==> src/rtl/dual_ctr_pkg.sv <==
package dual_ctr_pkg;
  typedef enum logic {
    STEP_ONE = 1'b0,
    STEP_TWO = 1'b1
  } step_e;

  localparam int NUM_CH = 2;
  localparam int CH_A   = 0;
  localparam int CH_C   = 1;
endpackage

==> src/rtl/dctr_sync_fall.sv <==
module dctr_sync_fall #(
  parameter int STAGES = 2,
  parameter bit IDLE   = 1'b0
) (
  input  logic clk,
  input  logic rst_n,
  input  logic async_i,
  output logic level_o,
  output logic fall_o
);
  logic [STAGES-1:0] sh_q;
  logic              prev_q;

  always_ff @(posedge clk) begin
    if (!rst_n) begin
      sh_q   <= {STAGES{IDLE}};
      prev_q <= IDLE;
    end else begin
      sh_q   <= {sh_q[STAGES-2:0], async_i};
      prev_q <= sh_q[STAGES-1];
    end
  end

  assign level_o = sh_q[STAGES-1];
  assign fall_o  = prev_q & ~sh_q[STAGES-1];


  single_fall_chk: assert property (@(posedge clk) disable iff (!rst_n)
    fall_o |=> !fall_o);
endmodule

==> src/rtl/dctr_count_cell.sv <==
module dctr_count_cell
  import dual_ctr_pkg::*;
#(
  parameter int W       = 8,
  parameter bit HAS_TWO = 1'b1
) (
  input  logic         clk,
  input  logic         rst_n,
  input  logic         inc_i,
  input  logic         load_i,
  input  logic [W-1:0] ld_data_i,
  input  step_e        step_i,
  input  logic         level_i,
  output logic [W-1:0] count_o,
  output logic         tc_o
);
  localparam logic [W-2:0] HI_ONE  = {{(W-2){1'b0}}, 1'b1};
  localparam logic [W-1:0] ALL_ONE = {W{1'b1}};

  logic [W-1:0] count_q;
  logic [W-1:0] next_inc;
  logic         two_eff;
  logic         at_max;

  assign two_eff = HAS_TWO && (step_i == STEP_TWO);

  always_comb begin
    if (two_eff) begin
      next_inc = {count_q[W-1:1] + HI_ONE, count_q[0]};
      at_max   = &count_q[W-1:1];
    end else begin
      next_inc = count_q + 1'b1;
      at_max   = &count_q;
    end
  end

  always_ff @(posedge clk) begin
    if (!rst_n)      count_q <= '0;
    else if (load_i) count_q <= ld_data_i;
    else if (inc_i)  count_q <= next_inc;
  end

  assign count_o = count_q;
  assign tc_o    = level_i & at_max;


  hold_when_idle_chk: assert property (@(posedge clk) disable iff (!rst_n)
    (!inc_i && !load_i) |=> $stable(count_q));

  load_takes_data_chk: assert property (@(posedge clk) disable iff (!rst_n)
    load_i |=> count_q == $past(ld_data_i));

  wrap_to_zero_chk: assert property (@(posedge clk) disable iff (!rst_n)
    (inc_i && !load_i && !two_eff && count_q == ALL_ONE) |=> count_q == '0);

  lsb_frozen_chk: assert property (@(posedge clk) disable iff (!rst_n)
    (inc_i && !load_i && two_eff) |=> count_q[0] == $past(count_q[0]));
endmodule

==> src/rtl/dual_addr_word_counter.sv <==
module dual_addr_word_counter
  import dual_ctr_pkg::*;
#(
  parameter int DATA_W      = 8,
  parameter int SYNC_STAGES = 2
) (
  input  logic              clk,
  input  logic              rst_n,
  input  logic              a_stb_i,
  input  logic              c_stb_i,
  input  logic              step_two_i,
  input  logic              load_n_i,
  input  logic              sel_a_i,
  input  logic              sel_c_i,
  input  logic              rd_i,
  input  logic [DATA_W-1:0] data_i,
  output logic [DATA_W-1:0] data_o,
  output logic              data_oe_o,
  output logic              tc_a_o,
  output logic              tc_c_o
);
  logic [NUM_CH-1:0] stb_raw, stb_lvl, stb_fall, sel, tc;
  logic [DATA_W-1:0] cnt [NUM_CH];
  logic              load_lvl, load_fall;
  step_e             step;

  assign stb_raw = {c_stb_i, a_stb_i};
  assign sel     = {sel_c_i, sel_a_i};
  assign step    = step_two_i ? STEP_TWO : STEP_ONE;

  dctr_sync_fall #(.STAGES(SYNC_STAGES), .IDLE(1'b1)) load_sync_i (
    .clk(clk), .rst_n(rst_n), .async_i(load_n_i),
    .level_o(load_lvl), .fall_o(load_fall)
  );

  for (genvar ch = 0; ch < NUM_CH; ch++) begin : g_ch
    dctr_sync_fall #(.STAGES(SYNC_STAGES), .IDLE(1'b0)) stb_sync_i (
      .clk(clk), .rst_n(rst_n), .async_i(stb_raw[ch]),
      .level_o(stb_lvl[ch]), .fall_o(stb_fall[ch])
    );
    dctr_count_cell #(.W(DATA_W), .HAS_TWO(ch == CH_A)) cell_i (
      .clk(clk), .rst_n(rst_n),
      .inc_i(stb_fall[ch]),
      .load_i(load_fall & sel[ch]),
      .ld_data_i(data_i),
      .step_i(step),
      .level_i(stb_lvl[ch]),
      .count_o(cnt[ch]),
      .tc_o(tc[ch])
    );
  end

  always_comb begin
    data_oe_o = 1'b0;
    data_o    = '0;
    if (rd_i && sel_a_i) begin
      data_oe_o = 1'b1;
      data_o    = cnt[CH_A];
    end else if (rd_i && sel_c_i) begin
      data_oe_o = 1'b1;
      data_o    = cnt[CH_C];
    end
  end

  assign tc_a_o = tc[CH_A];
  assign tc_c_o = tc[CH_C];


  read_a_chk: assert property (@(posedge clk) disable iff (!rst_n)
    (rd_i && sel_a_i) |-> (data_oe_o && data_o == cnt[CH_A]));

  no_drive_chk: assert property (@(posedge clk) disable iff (!rst_n)
    !rd_i |-> !data_oe_o);

  load_edge_chk: assert property (@(posedge clk) disable iff (!rst_n)
    load_fall |-> !load_lvl);

  tc_c_window_chk: assert property (@(posedge clk) disable iff (!rst_n)
    tc_c_o |-> (stb_lvl[CH_C] && cnt[CH_C] == {DATA_W{1'b1}}));
endmodule

==> config.mk <==
export PLATFORM = sky130hd
export DESIGN_NAME = dual_addr_word_counter
export DESIGN_NICKNAME = d
export VERILOG_FILES = /design/src/rtl/dual_ctr_pkg.sv /design/src/rtl/dctr_sync_fall.sv /design/src/rtl/dctr_count_cell.sv /design/src/rtl/dual_addr_word_counter.sv
export SDC_FILE = /design/constraint.sdc
export NUM_CORES = 1
export LEC_CHECK = 0
export BUFFER_PORTS_ARGS = -buffer_cell sky130_fd_sc_hd__buf_2
export CAP_MARGIN = 15
export CORE_MARGIN = 10
export CORE_UTILIZATION = 42
export DETAILED_ROUTE_END_ITERATION = 8
export SETUP_SLACK_MARGIN = 0.5
export SYNTH_ARGS = -nofsm -noshare
export SYNTH_HDL_FRONTEND = slang
export SYNTH_HIERARCHICAL = 1
export SYNTH_SLANG_ARGS = --single-unit
export TNS_END_PERCENT = 10
==> constraint.sdc <==
create_clock -name clk -period 2.1 [get_ports clk]
set_clock_uncertainty 0.1 [all_clocks]
set_input_delay 0.42 -clock clk [delete_from_list [all_inputs] [get_ports clk]]
set_output_delay 0.42 -clock clk [all_outputs]
set_load 0.005 [all_outputs]
==> results of run 1 <==
cell families after synthesis:
logic type                 count (synthesis)
xor gates and xnor gates                   5
DFF                                       25
and+or+nand+nor                           58
adders and majority gates                  4
buffers and inverters                     10
AOI/OAI and AO/OA                         49
muxes                                      2
worst max-delay path: cells and delay by family, from the launching register on:
family | cells | cell delay (ps)
compound gates | 1 | 170
flops | 1 | 400
fa+ha+maj | 1 | 150
simple gates | 1 | 80
buf+inv | 1 | 140
cell type report:
cell class	count	share of cell area, %
multi-input cells	118	51.1
inverters	3	0.687
well taps	44	3.36
repair buffers	33	11.2
clock buffers	4	1.60
flip-flops and latches	25	32.0
what timing repair did:
| action | CTS | global route |
|---|---|---|
| buffers inserted | 4 | 0 |
| pin swaps | 1 | 0 |
| hold endpoints to repair | 0 | 0 |
| setup endpoints to repair | 11 | 17 |
| resized for setup | 19 | 1 |
through the flow:
step           area [µm²]  cells  hold slack [ps]  power (mW)  worst slack, ps
2_1_floorplan        1360    153              286       0.587              569
3_3_place_gp         1530    219              295       0.629              415
3_5_place_dp         1530    219              297       0.631              387
4_1_cts              1640    227              170       0.852              313
5_1_grt              1640    227              169       0.884              231
6_report             1640    227              177       0.843              319
cells in the final DEF (no fill, tap or decap), drive strengths merged, types with 2 or more instances in the layout:
cell type,instances
nand4,7
a21oi,4
a31oi,6
inv,2
nand3,8
xnor2,3
nand2b,8
o21ai,19
nand2,6
and2b,2
nor2,2
mux2i,2
o21a,2
clkbuf,4
a32o,8
or3,4
xor2,2
ha,4
buf,33
o211a,2
and2,13
dfxtp,25
worst max-delay path by stage:
stage,start,cells after the start,endpoint,slack (ps)
2_1_floorplan,sel_a_i,5,g_ch[0].cell_i/count_o[7]$_SDFFE_PN0P_,570
3_5_place_dp,sel_c_i,4,data_o[4],390
5_1_grt,g_ch[0].cell_i/count_o[1]$_SDFFE_PN0P_,4,tc_a_o,230
3_3_place_gp,sel_c_i,4,data_o[3],420
4_1_cts,g_ch[0].cell_i/count_o[1]$_SDFFE_PN0P_,4,tc_a_o,310
6_report,g_ch[0].cell_i/count_o[1]$_SDFFE_PN0P_,4,tc_a_o,320
metal layers:
metal  GRT usage [%]  vias to the layer above  share of wire [%]
met5               0                        -                  0
met4            2.97                        0               0.51
met3            3.50                        2                3.7
met2            20.5                       29                 51
met1            13.8                      625                 45
li1                -                      638                  -
sequential cells by signal, summed over array words and instances (netlist names):
| name | count |
|---|---|
| g_ch.cell_i/count_o | 16 |
| g_ch.stb_sync_i/prev_q | 2 |
| load_sync_i/sh_q | 2 |
| g_ch.stb_sync_i/sh_q | 4 |
| load_sync_i/prev_q | 1 |
power by group through the flow:
| stage | Sequential, mW | Combinational, mW | Clock, mW |
|---|---|---|---|
| after global routing | 0.519 | 0.125 | 0.240 |
| after detailed placement | 0.528 | 0.104 | 0 |
| after CTS | 0.515 | 0.111 | 0.226 |
| after floorplan | 0.522 | 0.0651 | 0 |
| after global placement | 0.528 | 0.100 | 0 |
| final | 0.514 | 0.112 | 0.217 |
==> out/qor.txt, run 1 <==
Status: complete, no violations
Yosys top cell area share: 36.9%
Die footprint: 5900 µm²
Post-synthesis compound-gate area fraction: 24.8%
Lkg Pwr: 0.643 nW
Worst EP arrival: 1260 ps
Synth Area in Simple Gates: 26.4%
Post-Synth Adder-Cell Area: 3.69%
Slowest CP cell: dfxtp_4
Routed Antenna Nets: 0
Final #Nets: 205
Pint: 621 µW
Relative slew slack: 79.5%
Ant diodes: 0
Primary FF master, synth: dfxtp_1
# hold bufs at CTS: 0
Final Hold Fails: 0
Top Ports: 28
# fillers: 316
Switching Share: 26.3%
CP startpoint kind: flop
Avg WL per Cell: 15.7 µm
H-tree Lvls: 1
Post-synthesis xor/xnor area fraction: 3.23%
Slew @ Worst Pin: 299 ps
DRC: 0
Die Height: 76.8 µm
Mux cell area share after synthesis: 1.48%
CTS buffer count: 3
Cells along the critical path: ha_4 -> nand3b_1 -> a211oi_2 -> buf_2
Leading post-synthesis cells by cell area: dfxtp_1 37%, o21ai_0 7.0%, a32o_1 5.9%
Die width: 76.8 µm
Layout cell share with drive strength beyond 1: 30.1%
Mean area per synthesized cell: 8.86 µm²
Yosys warns: 6
Core Box Area: 3080 µm²
Period Utilization, post-route: 84.8%
Synthesized area: 1360 µm²
Power density cells: 514 nW/µm²
Minimum clock period: 1780 ps
Mapped Nets: 174
WL final: 3.56 mm
Count leader, synth: dfxtp_1
Combinational Power Share: 13.2%
Via count: 1,294
First-pass GRT wire length: 5.89 mm
Clock root cell: clkbuf_4
Fin Setup TNS: 0 ps
Initial Util: 44.1%
TritonCTS clock tree: built
Number of synthesized flops with an enable pin: 0
Setup CP Type: flop to primary output
Sink Count: 25
DRT Pass-1 Iters: 4
Register area share after synthesis: 36.9%
CP endpoint kind: primary output
Largest net degree at the start of global routing: 22
Max-slew violation count: 0
Worst R2R Start: load_sync_i/prev_q$_SDFF_PN1_
R2R Setup Slk: 540 ps
Antenna violations before repair: 0
Final core utilization: 53.3%
Worst Hold Launch: load_n_i
CP max FO: 4
Reg area: 524 µm²
Psw: 221 µW
VDD IR max: 0.000411 V
Max_cap viols: 0
Clk_lat worst skew: 320 ps
Area leader, netlist: dfxtp_1
RePlAce Congestion: 0.766
Worst EP required: 1580 ps
RSZ-0062 raised after global routing: true
Multi-input gate area: 838 µm²
Seq pwr share: 61.0%
Main combinational cell family by area after synthesis: simple AND/OR/NAND/NOR gates
Port Buffer Count: 27
Row cnt: 20
Async S/R FF share, synth: 0%
Post-DP HPWL: 2.63 mm
Number of global-route vias before repair: 1,195
Final setup vio count: 0
Worst hold path depth: 2
Crit path largest cell delay: 400 ps
Vias per inst: 5.70
Area growth, synth to finish: 20.8%
Count of state elements after synthesis: 25
Hold endpoint: load_sync_i/sh_q[0]$_SDFF_PN1_
GRT overflow: 0
Worst min path class: input port to flop
Starting DRT DRC Count: 131
F_max: 561 MHz
Synth cell count leaders: 25 x dfxtp_1, 19 x o21ai_0, 9 x and2_1
Total track usage: 11.8%
Max Root-Sink Buffers: 2
Clock-pin slew on the worst setup and hold paths: 140 ps
Syn Inst Count: 153
Clock Power Share: 25.8%
Reg2Reg Depth: 5
RR Endpoint: g_ch[0].cell_i/count_o[7]$_SDFFE_PN0P_
Yosys cell types: 43
Power figures use the tool's default switching activity.
==> inputs of run 2 (changes only) <==
--- a/config.mk
+++ b/config.mk
@@ -10,6 +10,7 @@
 export CORE_MARGIN = 10
 export CORE_UTILIZATION = 42
 export DETAILED_ROUTE_END_ITERATION = 8
+export PLACE_DENSITY = 0.66
 export SETUP_SLACK_MARGIN = 0.5
 export SYNTH_ARGS = -nofsm -noshare
 export SYNTH_HDL_FRONTEND = slang
==> constraint.sdc (replaced) <==
create_clock -name clk -period 1.45 [get_ports clk]
set_clock_uncertainty 0.1 [all_clocks]
set_input_delay 0.29 -clock clk [delete_from_list [all_inputs] [get_ports clk]]
set_output_delay 0.29 -clock clk [all_outputs]
set_load 0.005 [all_outputs]
==> run 2 against run 1 <==
Against the previous run: the run now ends with negative setup slack left; sequential cell count unchanged; wire length increased by 8.0%; critical path depth decreased by 1; largest power group unchanged; non-clock buffer count increased by 10; sequential share of layout area decreased by 2.4 points; cell area increased by 9.5%; highest routed layer unchanged; sequential power increased by 46%; clock-buffer cell count decreased by 1.
==> out/qor.txt, run 2 (synthesized netlist as in run 1, its figures left out) <==
Status: complete, but fails checks
Failing checks: negative setup slack
RSZ-0062 raised after global routing: true
Hold endpoint: load_sync_i/sh_q[0]$_SDFF_PN1_
Starting DRT DRC Count: 94 (-28%)
Max_cap viols: 0 (unchanged)
First-pass GRT wire length: 6.44 mm (+9.2%)
Total track usage: 12.9% (+1.1 points)
Core Box Area: 3080 µm² (unchanged)
Final #Nets: 215 (+4.9%)
Final instance area: 1800 µm² (+9.5%)
PnR worst setup slack: -208 ps (-526 ps)
Clk_lat worst skew: 320 ps (about the same)
Met1 wire length: 1.60 mm (+0.88%)
Port Buffer Count: 27 (unchanged)
TritonCTS clock tree: built
Sink Count: 25 (unchanged)
Finished Layout Cells: 237 (+4.4%)
Ant diodes: 0 (unchanged)
CP startpoint kind: flop
Routed Antenna Nets: 0 (unchanged)
WL final: 3.84 mm (+8.0%)
Die Height: 76.8 µm (unchanged)
Slew @ Worst Pin: 279 ps (-19.3 ps)
CP endpoint kind: primary output
Layout cell share with drive strength beyond 1: 43.5% (+13 points)
Cells after DPL: 231 (+5.5%)
Worst Hold Launch: load_n_i
Lkg Pwr: 0.719 nW (+12%)
Post-placement worst setup slack: -10.2 ps (-397 ps)
F_max: 603 MHz
Number of global-route vias before repair: 1,384 (+16%)
Relative slew slack: 80.8% (+1.3 points)
Hold Worst Slack: 40.7 ps (-136 ps)
Worst EP required: 1060 ps (-520 ps)
R2R Setup Slk: -30 ps (-570 ps)
Largest register FFs: 16 (unchanged)
Post-DP HPWL: 2.89 mm (+10%)
Via count: 1,336 (+3.2%)
Reg2Reg Depth: 5 (unchanged)
DRT Pass-1 Iters: 4 (unchanged)
Final Hold Fails: 0 (unchanged)
# fillers: 302 (-4.4%)
Clock-pin slew on the worst setup and hold paths: 150 ps (about the same)
# hold bufs at CTS: 0 (unchanged)
Power density cells: 706 nW/µm² (+37%)
Max-slew violation count: 0 (unchanged)
Top Ports: 28 (unchanged)
Largest net degree at the start of global routing: 19 (-14%)
Avg WL per Cell: 16.2 µm (+3.5%)
GRT overflow: 0 (unchanged)
H-tree Lvls: 1 (unchanged)
Overall Power: 1.27 mW (+50%)
Worst R2R Start: g_ch[0].stb_sync_i/sh_q[1]$_SDFF_PN0_
Commonest non-fill, non-tap cell in the layout: buf_2
Most frequent cells in the layout: 25 x buf_2, 15 x dfxtp_2, 13 x o21ai_0, 10 x buf_4
RR Endpoint: g_ch[0].cell_i/count_o[7]$_SDFFE_PN0P_
Final setup vio count: 11 (+11)
Setup CP Type: flop to primary output
Placed Area: 1630 µm² (+6.9%)
Die footprint: 5900 µm² (unchanged)
Worst min path class: input port to flop
Clock root cell: clkbuf_4
VDD IR max: 0.000509 V (+24%)
RePlAce Congestion: 0.813 (+6.1%)
Die width: 76.8 µm (unchanged)
Initial Util: 44.1% (unchanged)
Met3 wire length: 141 µm (+7.6%)
Worst EP arrival: 1270 ps (about the same)
Row cnt: 20 (unchanged)
Max layer used: met4
Area growth, synth to finish: 32.4%
Vias per inst: 5.64 (-1.1%)
Minimum clock period: 1660 ps
Max Root-Sink Buffers: 2 (unchanged)
CTS buffer count: 3 (unchanged)
DRC: 0 (unchanged)
CP max FO: 7 (+3)
Worst hold path depth: 2 (unchanged)
Period Utilization, post-route: 114%
Met2 routed WL: 2.06 mm (+13%)
Antenna violations before repair: 0 (unchanged)
-- run 2: changes by cell type in the layout (fill, tap and decap cells not counted), moves of 2 or more --
cell	before	now
dfxtp_1	16	7
dfxtp_4	5	3
buf_6	1	8
o21ai_1	0	6
and2_4	0	2
o21ai_0	19	13
buf_2	27	25
and2_1	9	7
buf_4	5	10
dfxtp_2	4	15
-- run 2: worst max-delay path by stage --
stage / startpoint / to
global placement: sel_c_i / data_o[5]
detailed placement: sel_c_i / data_o[2]
finish: g_ch[0].cell_i/count_o[3]$_SDFFE_PN0P_ / tc_a_o
floorplan: load_sync_i/prev_q$_SDFF_PN1_ / g_ch[0].cell_i/count_o[7]$_SDFFE_PN0P_
CTS: g_ch[0].cell_i/count_o[1]$_SDFFE_PN0P_ / tc_a_o
global route: g_ch[0].cell_i/count_o[1]$_SDFFE_PN0P_ / tc_a_o
-- run 2: timing repair --
item,CTS,global route
gates resized for setup,34,15
pin swaps,17,15
setup buffers,1,1
endpoints found under the setup margin,27,27
-- run 2: per-layer routing --
layer / global-route usage [%] / vias up
met5: 0 / -
met4: 5.58 / 0
met3: 3.03 / 6
met2: 23.8 / 36
met1: 13.6 / 639
li1: - / 655
-- run 2: power breakdown --
group          internal, mW  total [mW]  switching (mW)
logic                 0.101       0.194          0.0931
registers             0.718       0.749          0.0313
clock network         0.105       0.325           0.220
-- run 2: worst max-delay path: stages, from the launching register on --
cell and delay, ps:
dfxtp_2 410, nand4_1 170, a211oi_2 220, buf_2 140
-- run 2: area by class of cell --
type / instances / area, µm² / area share, %
Timing Repair Buffer: 43 / 290 / 16.2
Sequential cell: 25 / 531 / 29.5
Clock buffer: 3 / 22.5 / 1.25
Clock inverter: 1 / 7.51 / 0.418
Tap cell: 44 / 55.1 / 3.07
Inverter: 3 / 12.5 / 0.697
Multi-Input combinational cell: 118 / 877 / 48.9
-- run 2: per-stage QoR --
step | TNS (ps) | utilization, %
5_1_grt | -1640 | 58.3
6_report | -706 | 58.3
3_3_place_gp | 0 | 53.0
2_1_floorplan | 0 | -
3_5_place_dp | -16.4 | 53.0
4_1_cts | -791 | 57.3
